<file path="src/rtl/tern_reg_pkg.sv">
package tern_reg_pkg;

    // One trit held on two binary rails
    typedef struct packed {
        logic pos;
        logic neg;
    } rail_pair_t;

    // Decoded write command from a pair of set lines
    typedef enum logic [1:0] {
        CMD_KEEP  = 2'd0,
        CMD_PLUS  = 2'd1,
        CMD_MINUS = 2'd2,
        CMD_ZERO  = 2'd3
    } set_cmd_e;

    localparam rail_pair_t RAIL_ZERO  = '{pos: 1'b0, neg: 1'b0};
    localparam rail_pair_t RAIL_PLUS  = '{pos: 1'b1, neg: 1'b0};
    localparam rail_pair_t RAIL_MINUS = '{pos: 1'b0, neg: 1'b1};

    function automatic set_cmd_e decode_set(input logic sp, input logic sn);
        set_cmd_e c;
        case ({sp, sn})
            2'b10:   c = CMD_PLUS;
            2'b01:   c = CMD_MINUS;
            2'b11:   c = CMD_ZERO;
            default: c = CMD_KEEP;
        endcase
        return c;
    endfunction

    function automatic rail_pair_t cmd_target(input set_cmd_e c, input rail_pair_t cur);
        rail_pair_t t;
        case (c)
            CMD_PLUS:  t = RAIL_PLUS;
            CMD_MINUS: t = RAIL_MINUS;
            CMD_ZERO:  t = RAIL_ZERO;
            default:   t = cur;
        endcase
        return t;
    endfunction

    function automatic logic rail_bad(input rail_pair_t r);
        return r.pos & r.neg;
    endfunction

endpackage

</file>
<file path="src/rtl/tern_cell.sv">
module tern_cell
    import tern_reg_pkg::*;
#(
    parameter bit HAS_CLEAR = 1'b1
) (
    input  logic       clk,
    input  logic       rst,
    input  logic       clr,
    input  logic       set_pos,
    input  logic       set_neg,
    output rail_pair_t q
);

    localparam logic CLR_EN = HAS_CLEAR;

    logic       clr_eff;
    set_cmd_e   cmd;
    rail_pair_t q_next;

    assign clr_eff = clr & CLR_EN;
    assign cmd     = decode_set(set_pos, set_neg);

    always_comb begin
        if (clr_eff) begin
            q_next = RAIL_ZERO;
        end else begin
            q_next = cmd_target(cmd, q);
        end
    end

    always_ff @(posedge clk) begin
        if (rst) begin
            q <= RAIL_ZERO;
        end else begin
            q <= q_next;
        end
    end

    // reset forces zero regardless of set lines
    a_r1_reset_zero: assert property (@(posedge clk)
        rst |=> (q == RAIL_ZERO));

    // idle set lines with no clear keep the stored value
    a_r5_hold: assert property (@(posedge clk) disable iff (rst)
        (!clr_eff && !set_pos && !set_neg) |=> $stable(q));

    // the cell never holds both rails high
    a_r8_rails_legal: assert property (@(posedge clk) disable iff (rst)
        !(q.pos && q.neg));

    if (HAS_CLEAR) begin : g_with_clear
        // clear wins over every set combination
        a_r6_clear_wins: assert property (@(posedge clk) disable iff (rst)
            clr |=> (q == RAIL_ZERO));
        // plus command without clear
        a_r2_plus: assert property (@(posedge clk) disable iff (rst)
            (!clr && set_pos && !set_neg) |=> (q == RAIL_PLUS));
        // minus command without clear
        a_r3_minus: assert property (@(posedge clk) disable iff (rst)
            (!clr && !set_pos && set_neg) |=> (q == RAIL_MINUS));
        // both set lines write zero
        a_r4_both_zero: assert property (@(posedge clk) disable iff (rst)
            (!clr && set_pos && set_neg) |=> (q == RAIL_ZERO));
    end else begin : g_no_clear
        // with R2: clear line is ignored
        a_r7_plus_ignores_clr: assert property (@(posedge clk) disable iff (rst)
            (set_pos && !set_neg) |=> (q == RAIL_PLUS));
        // with R3
        a_r7_minus_ignores_clr: assert property (@(posedge clk) disable iff (rst)
            (!set_pos && set_neg) |=> (q == RAIL_MINUS));
        // with R4
        a_r7_zero_ignores_clr: assert property (@(posedge clk) disable iff (rst)
            (set_pos && set_neg) |=> (q == RAIL_ZERO));
    end

endmodule

</file>
<file path="src/rtl/tern_err_detect.sv">
module tern_err_detect
    import tern_reg_pkg::*;
#(
    parameter int NUM_TRITS = 4
) (
    input  rail_pair_t cells [NUM_TRITS],
    output logic       any_bad
);

    always_comb begin
        any_bad = 1'b0;
        for (int i = 0; i < NUM_TRITS; i++) begin
            any_bad = any_bad | rail_bad(cells[i]);
        end
    end

endmodule

</file>
<file path="src/rtl/tern_reg.sv">
module tern_reg
    import tern_reg_pkg::*;
#(
    parameter int NUM_TRITS = 4,
    parameter bit HAS_CLEAR = 1'b1
) (
    input  logic                 clk,
    input  logic                 rst,
    input  logic                 clr_i,
    input  logic [NUM_TRITS-1:0] set_pos_i,
    input  logic [NUM_TRITS-1:0] set_neg_i,
    output logic [NUM_TRITS-1:0] q_pos_o,
    output logic [NUM_TRITS-1:0] q_neg_o,
    output logic                 illegal_o
);

    rail_pair_t cell_q [NUM_TRITS];

    for (genvar i = 0; i < NUM_TRITS; i++) begin : g_cell
        tern_cell #(
            .HAS_CLEAR(HAS_CLEAR)
        ) cell_i (
            .clk     (clk),
            .rst     (rst),
            .clr     (clr_i),
            .set_pos (set_pos_i[i]),
            .set_neg (set_neg_i[i]),
            .q       (cell_q[i])
        );
        assign q_pos_o[i] = cell_q[i].pos;
        assign q_neg_o[i] = cell_q[i].neg;
    end

    tern_err_detect #(
        .NUM_TRITS(NUM_TRITS)
    ) err_i (
        .cells   (cell_q),
        .any_bad (illegal_o)
    );

    // no trit drives both rails at the ports
    a_r8_ports_legal: assert property (@(posedge clk) disable iff (rst)
        ((q_pos_o & q_neg_o) == '0) && !illegal_o);

    // reset leaves the error flag low
    a_r1_flag_clear: assert property (@(posedge clk)
        rst |=> !illegal_o);

endmodule

</file>
<file path="config.mk">
export PLATFORM = sky130hd
export DESIGN_NAME = tern_reg
export DESIGN_NICKNAME = d
export VERILOG_FILES = /design/src/rtl/tern_reg_pkg.sv /design/src/rtl/tern_cell.sv /design/src/rtl/tern_err_detect.sv /design/src/rtl/tern_reg.sv
export SDC_FILE = /design/constraint.sdc
export NUM_CORES = 1
export LEC_CHECK = 0
export BUFFER_PORTS_ARGS = -buffer_cell sky130_fd_sc_hd__clkbuf_2
export CAP_MARGIN = 30
export CORE_AREA = 4 4 41 43
export DETAILED_ROUTE_END_ITERATION = 10
export DIE_AREA = 0 0 45 47
export PLACE_DENSITY = 0.44
export SLEW_MARGIN = 15
export SYNTH_ARGS = -nofsm -noshare
export SYNTH_HDL_FRONTEND = slang
export SYNTH_HIERARCHICAL = 1
export SYNTH_SLANG_ARGS = --single-unit
</file>
<file path="constraint.sdc">
create_clock -name clk -period 1.1 [get_ports clk]
set_input_delay 0.22 -clock clk [delete_from_list [all_inputs] [get_ports clk]]
set_output_delay 0.22 -clock clk [all_outputs]
set_load 0.02 [all_outputs]
</file>
==> impl_metrics.env, run 1 <==
export IMPL_outcome="complete, but fails checks"
export IMPL_failed_checks="negative setup slack"
export IMPL_synth_area_um2=259
export IMPL_max_vdd_ir_drop_mv=0.769
export IMPL_slew_headroom_pct=85.4
export IMPL_cp_end_kind="primary output"
export IMPL_fmax_mhz=835
export IMPL_cts_made_buffers=3
export IMPL_core_um2=1300
export IMPL_top_register="g_cell.cell_i/q"
export IMPL_avgRoutedWirePerCell_um=11.1
export IMPL_place_port_buffers=19
export IMPL_placement_cell_area_um2=373
export IMPL_grt_pass1_vias=308
export IMPL_post_route_drc_count=0
export IMPL_cp_arrival_ps=980
export IMPL_cap_violations=0
export IMPL_p_per_area_nw_per_um2=1320
export IMPL_drv_slew=0
export IMPL_drive_gt1_share_pct=57.7
export IMPL_io_pins=20
export IMPL_clock_sinks=8
export IMPL_synth_area_leaders="dfxtp_1 (62%), nor4_1 (19%), nor2_1 (12%)"
export IMPL_fin_area_um2=459
export IMPL_via_count=304
export IMPL_grt_overflow_total=0
export IMPL_cts_tree="built"
export IMPL_largestRegisters="g_cell.cell_i/q (8)"
export IMPL_drt_iter0_drc=3
export IMPL_fin_crit_ps=1200
export IMPL_regArea_um2=164
export IMPL_power_leakage_nw=0.218
export IMPL_hpwl_um=561
export IMPL_nFillCells=148
export IMPL_routabilityCongestion=0.611
export IMPL_clkTransAtPathRegs_ps=60
export IMPL_skew_ps=0
export IMPL_setup_ws_ps=-97.5
export IMPL_fp_dieW_um=45
export IMPL_grt_util_met2_pct=11.6
export IMPL_rsz0062_at_grt="yes"
export IMPL_ys_types=5
export IMPL_die_h_um=47
export IMPL_rows=13
export IMPL_clk_insertion_delay_late_ps=250
export IMPL_ys_ff_latch=8
export IMPL_ys_seq_area_share_pct=61.8
export IMPL_antenna_found_initial=0
export IMPL_setup_violations=1
export IMPL_avgSynthCellArea_um2=9.59
export IMPL_area_growth_pct=77.3
export IMPL_cp_max_fo=2
export IMPL_synth_commonest_cells="dfxtp_1 (8), nor2_1 (8), nor4_1 (8)"
export IMPL_holdBufCountCts=0
export IMPL_hold_class="in -> reg"
export IMPL_cts_path_max_buffers=2
export IMPL_critPathKind="reg -> out"
export IMPL_root_buffer="clkbuf_4"
export IMPL_fin_util_pct=35.3
export IMPL_gr_usage_met3_pct=6.90
export IMPL_first_pass_iters=3
export IMPL_syn_nets=38
export IMPL_dieArea_um2=2120
export IMPL_hold_viol=0
export IMPL_grt_pass1_wl_um=1300
export IMPL_gr_usage_all_layers_pct=9.12
export IMPL_busiest_layer="met2"
export IMPL_worst_slew_pin_slew_ps=217
export IMPL_synthArstFlopShare_pct=0
export IMPL_synth_ff_type="dfxtp_1"
export IMPL_diodes=0
export IMPL_synth_top_cell_by_area="dfxtp_1"
export IMPL_synthCells=27
export IMPL_grt_start_max_net_pins=9
export IMPL_synth_top_cell_area_share_pct=61.8
export IMPL_synth_edf_count=0
export IMPL_htree_levels=1
export IMPL_start_util_pct=19.9
export IMPL_cp_required_ps=880
export IMPL_wirelength_um=746
export IMPL_largest_reg_flops=8
export IMPL_ant_nets=0
export IMPL_use_met1_pct=11.5
export IMPL_critPathLaunchType="register"
export IMPL_vias_per_cell=4.54
export IMPL_fin_nets=65
export IMPL_ys_warn_count=6
export IMPL_post_route_period_util_pct=109
export IMPL_multi_input_area_um2=109
==> final timing paths <==
check	start	endpoint	slack, ps	depth (start not counted)
worst max-delay path	g_cell[2].cell_i/q[1]$_SDFFE_PP0P_	illegal_o	-100	3
worst min-delay path	set_pos_i[2]	g_cell[2].cell_i/q[0]$_SDFFE_PP0P_	130	2
worst max register to register	g_cell[0].cell_i/q[0]$_SDFFE_PP0P_	g_cell[0].cell_i/q[0]$_SDFFE_PP0P_	360	3
worst min register to register	g_cell[0].cell_i/q[1]$_SDFFE_PP0P_	g_cell[0].cell_i/q[1]$_SDFFE_PP0P_	520	2
==> cell families after synthesis <==
group           Yosys count  share of synthesized area (%)
compound gates            2                           5.80
flops                     8                           61.8
simple gates             17                           32.4
==> repair_timing <==
action,in CTS,in global routing
cloned,0,0
gates resized for setup,6,10
setup buffers,2,1
pin swaps,3,2
endpoints found under the setup margin,1,3
==> per-layer routing <==
layer,part of all wire [%],vias to the layer above
met4,0,0
met5,0,-
li1,-,154
met3,16,0
met2,36,23
met1,47,127
==> through the flow <==
step                      TNS [ps]  std cells  total power, mW  setup slack, ps  hold slack, ps
after global routing          -168         67            0.645             -168             128
after floorplan                  0         27            0.335              146             296
after CTS                     -113         66            0.612             -113             126
after global placement           0         61            0.376              122             409
after detailed placement         0         61            0.375              139             405
final                        -97.5         67            0.606            -97.5             132
==> cell usage in the layout (no fill, tap or decap) <==
master,count
clkbuf_8,1
clkbuf_2,15
nor4_1,8
dfxtp_1,5
nand2_1,1
buf_4,3
dfxtp_2,3
nor2_1,8
buf_6,3
clkbuf_4,3
a22oi_2,2
==> final cells by class <==
class,instances,area share (%)
Tap cell,15,4.09
Timing Repair Buffer,22,31.6
Multi-Input combinational cell,19,23.7
Sequential cell,8,35.7
Clock buffer,3,4.90
==> worst max-delay path, cell delays in order (launching register included) <==
cell and delay, ps:
dfxtp_2 320, a22oi_2 170, nand2_1 80, clkbuf_8 150
==> power by group <==
part,switching [mW],leakage (nW),internal (mW),total (mW)
registers,0.00692,0.0665,0.299,0.306
clock network,0.101,0.0138,0.125,0.226
logic,0.0397,0.137,0.0345,0.0742
(Power assumes the default switching activity.)
==> run 2, diff against run 1 <==
Settings changed: CELL_PAD_IN_SITES_DETAIL_PLACEMENT set to 2, CELL_PAD_IN_SITES_GLOBAL_PLACEMENT set to 2, CORE_AREA 4 4 41 43 to not set, CORE_MARGIN set to 4, CORE_UTILIZATION set to 19, DIE_AREA 0 0 45 47 to not set, PLACE_DENSITY 0.44 to 0.73.
==> run 2 against run 1 <==
The flow still finishes with violations (negative setup slack). Routed wire length grew 35%. Cell count down 1.5%. Non-clock buffer count decreased by 1. Worst hold slack improved by 9.2 ps. Design area is 2.5% lower. Worst setup slack got worse by 13 ps. Via count grew 1.6%. Count of clock-buffer cells in the layout unchanged. Power shrank 1.2%. Core utilization is 0.43 points lower. Flip-flop and latch count unchanged. Critical path depth unchanged. Largest cell class unchanged.
==> impl_metrics.env, run 2 (synthesis results as in run 1) <==
export IMPL_ant_nets=0
export IMPL_first_pass_iters=1
export IMPL_post_route_drc_count=0
export IMPL_power_leakage_nw=0.211
export IMPL_cap_violations=0
export IMPL_clockPowerShare_pct=36.1
export IMPL_largest_reg_flops=8
export IMPL_outcome="complete, but fails checks"
export IMPL_io_pins=20
export IMPL_fin_nets=64
export IMPL_core_um2=1280
export IMPL_layout_common_cells="clkbuf_2 (16), nor2_1 (8), nor4_1 (8), dfxtp_2 (5)"
export IMPL_dieArea_um2=2020
export IMPL_critPathTopFamily="flip-flops"
export IMPL_hold_class="in -> reg"
export IMPL_max_vdd_ir_drop_mv=0.618
export IMPL_drv_slew=0
export IMPL_antenna_found_initial=0
export IMPL_htree_levels=1
export IMPL_cts_made_buffers=3
export IMPL_critPathLaunchType="register"
export IMPL_avgRoutedWirePerCell_um=15.3
export IMPL_fin_util_pct=34.9
export IMPL_clkTransAtPathRegs_ps=50
export IMPL_setup_violations=1
export IMPL_final_common_cell="clkbuf_2"
export IMPL_grt_start_max_net_pins=9
export IMPL_skew_ps=0
export IMPL_failed_checks="negative setup slack"
export IMPL_cp_cell_sequence="a22oi_2 -> nand2_1 -> clkbuf_8"
export IMPL_cp_max_fo=2
export IMPL_grt_pass1_vias=372
export IMPL_cp_arrival_ps=990
export IMPL_area_growth_pct=72.9
export IMPL_top_register="g_cell.cell_i/q"
export IMPL_clock_sinks=8
export IMPL_switching_share_pct=23.8
export IMPL_drt_iter0_drc=0
export IMPL_nFillCells=148
export IMPL_wirelength_um=1010
export IMPL_drive_gt1_share_pct=60.8
export IMPL_root_buffer="clkbuf_4"
export IMPL_gr_usage_all_layers_pct=12.1
export IMPL_cts_path_max_buffers=2
export IMPL_fin_crit_ps=1210
export IMPL_post_place_ws_ps=148
export IMPL_fp_dieW_um=44.9
export IMPL_grt_overflow_total=0
export IMPL_hpwl_um=752
export IMPL_largestRegisters="g_cell.cell_i/q (8)"
export IMPL_placement_cell_area_um2=373
export IMPL_p_per_area_nw_per_um2=1340
export IMPL_worst_slew_pin_slew_ps=233
export IMPL_grt_pass1_wl_um=1750
export IMPL_rows=13
export IMPL_post_route_period_util_pct=110
export IMPL_power_frac_seq_pct=51.5
export IMPL_routabilityCongestion=0.665
export IMPL_critPathKind="reg -> out"
export IMPL_cp_required_ps=880
export IMPL_cts_tree="built"
export IMPL_cpPeakStageDelay_ps=320
export IMPL_fin_area_um2=448
export IMPL_slew_headroom_pct=84.3
export IMPL_cp_end_kind="primary output"
export IMPL_holdBufCountCts=0
export IMPL_power_mw=0.599
export IMPL_fmax_mhz=826
export IMPL_finalHoldWorstSlack_ps=142
export IMPL_path_buf_inv=1
export IMPL_switchingPower_mw=0.142
export IMPL_via_count=309
export IMPL_diodes=0
export IMPL_start_util_pct=20.2
export IMPL_rsz0062_at_grt="yes"
export IMPL_p_int_mw=0.456
export IMPL_clk_insertion_delay_late_ps=250
export IMPL_die_h_um=44.9
export IMPL_hold_viol=0
export IMPL_place_port_buffers=19
export IMPL_vias_per_cell=4.68
export IMPL_comb_power_share_pct=12.3
export IMPL_crit_slowest_cell="dfxtp_2"
export IMPL_setup_ws_ps=-111
-- run 2: final cells by class --
class	count	area, um^2	area share, %
timing repair buffer	21	131	29.3
tap	15	18.8	4.19
multi-input combinational	19	109	24.3
clock buffer	3	22.5	5.03
sequential	8	166	37.2
-- run 2: repair_timing --
item                       CTS  global route
pin swaps                    3             0
setup endpoints to repair    1             3
setup buffers                2             1
resized for setup            7             9
-- run 2: through the flow --
step | TNS (ps) | instances
finish | -111 | 66
global route | -173 | 66
CTS | -113 | 66
detailed placement | 0 | 61
global placement | 0 | 61
floorplan | 0 | 27
-- run 2: power by group through the flow --
stage	Combinational, mW	Sequential, mW	Clock [mW]
2_1_floorplan	0.0139	0.321	0
3_3_place_gp	0.0651	0.312	0
3_5_place_dp	0.0661	0.312	0
4_1_cts	0.0713	0.308	0.229
5_1_grt	0.0823	0.310	0.241
6_report	0.0739	0.309	0.216
-- run 2: path summary, 6_finish.rpt --
kind / from / end / slack [ps] / cells past startpoint
max: g_cell[0].cell_i/q[0]$_SDFFE_PP0P_ / illegal_o / -110 / 3
min: set_pos_i[2] / g_cell[2].cell_i/q[0]$_SDFFE_PP0P_ / 140 / 2
max reg2reg: g_cell[0].cell_i/q[0]$_SDFFE_PP0P_ / g_cell[0].cell_i/q[0]$_SDFFE_PP0P_ / 350 / 3
min reg2reg: g_cell[0].cell_i/q[1]$_SDFFE_PP0P_ / g_cell[0].cell_i/q[1]$_SDFFE_PP0P_ / 520 / 2
-- run 2: per-layer routing --
layer  vias to the layer above  GRT usage, %  wire length (um)
met5                         -             0                 0
met4                         0          3.51                 0
met3                         0          3.59                25
met2                         5          22.3               616
met1                       154          13.1               368
li1                        150             -                 -
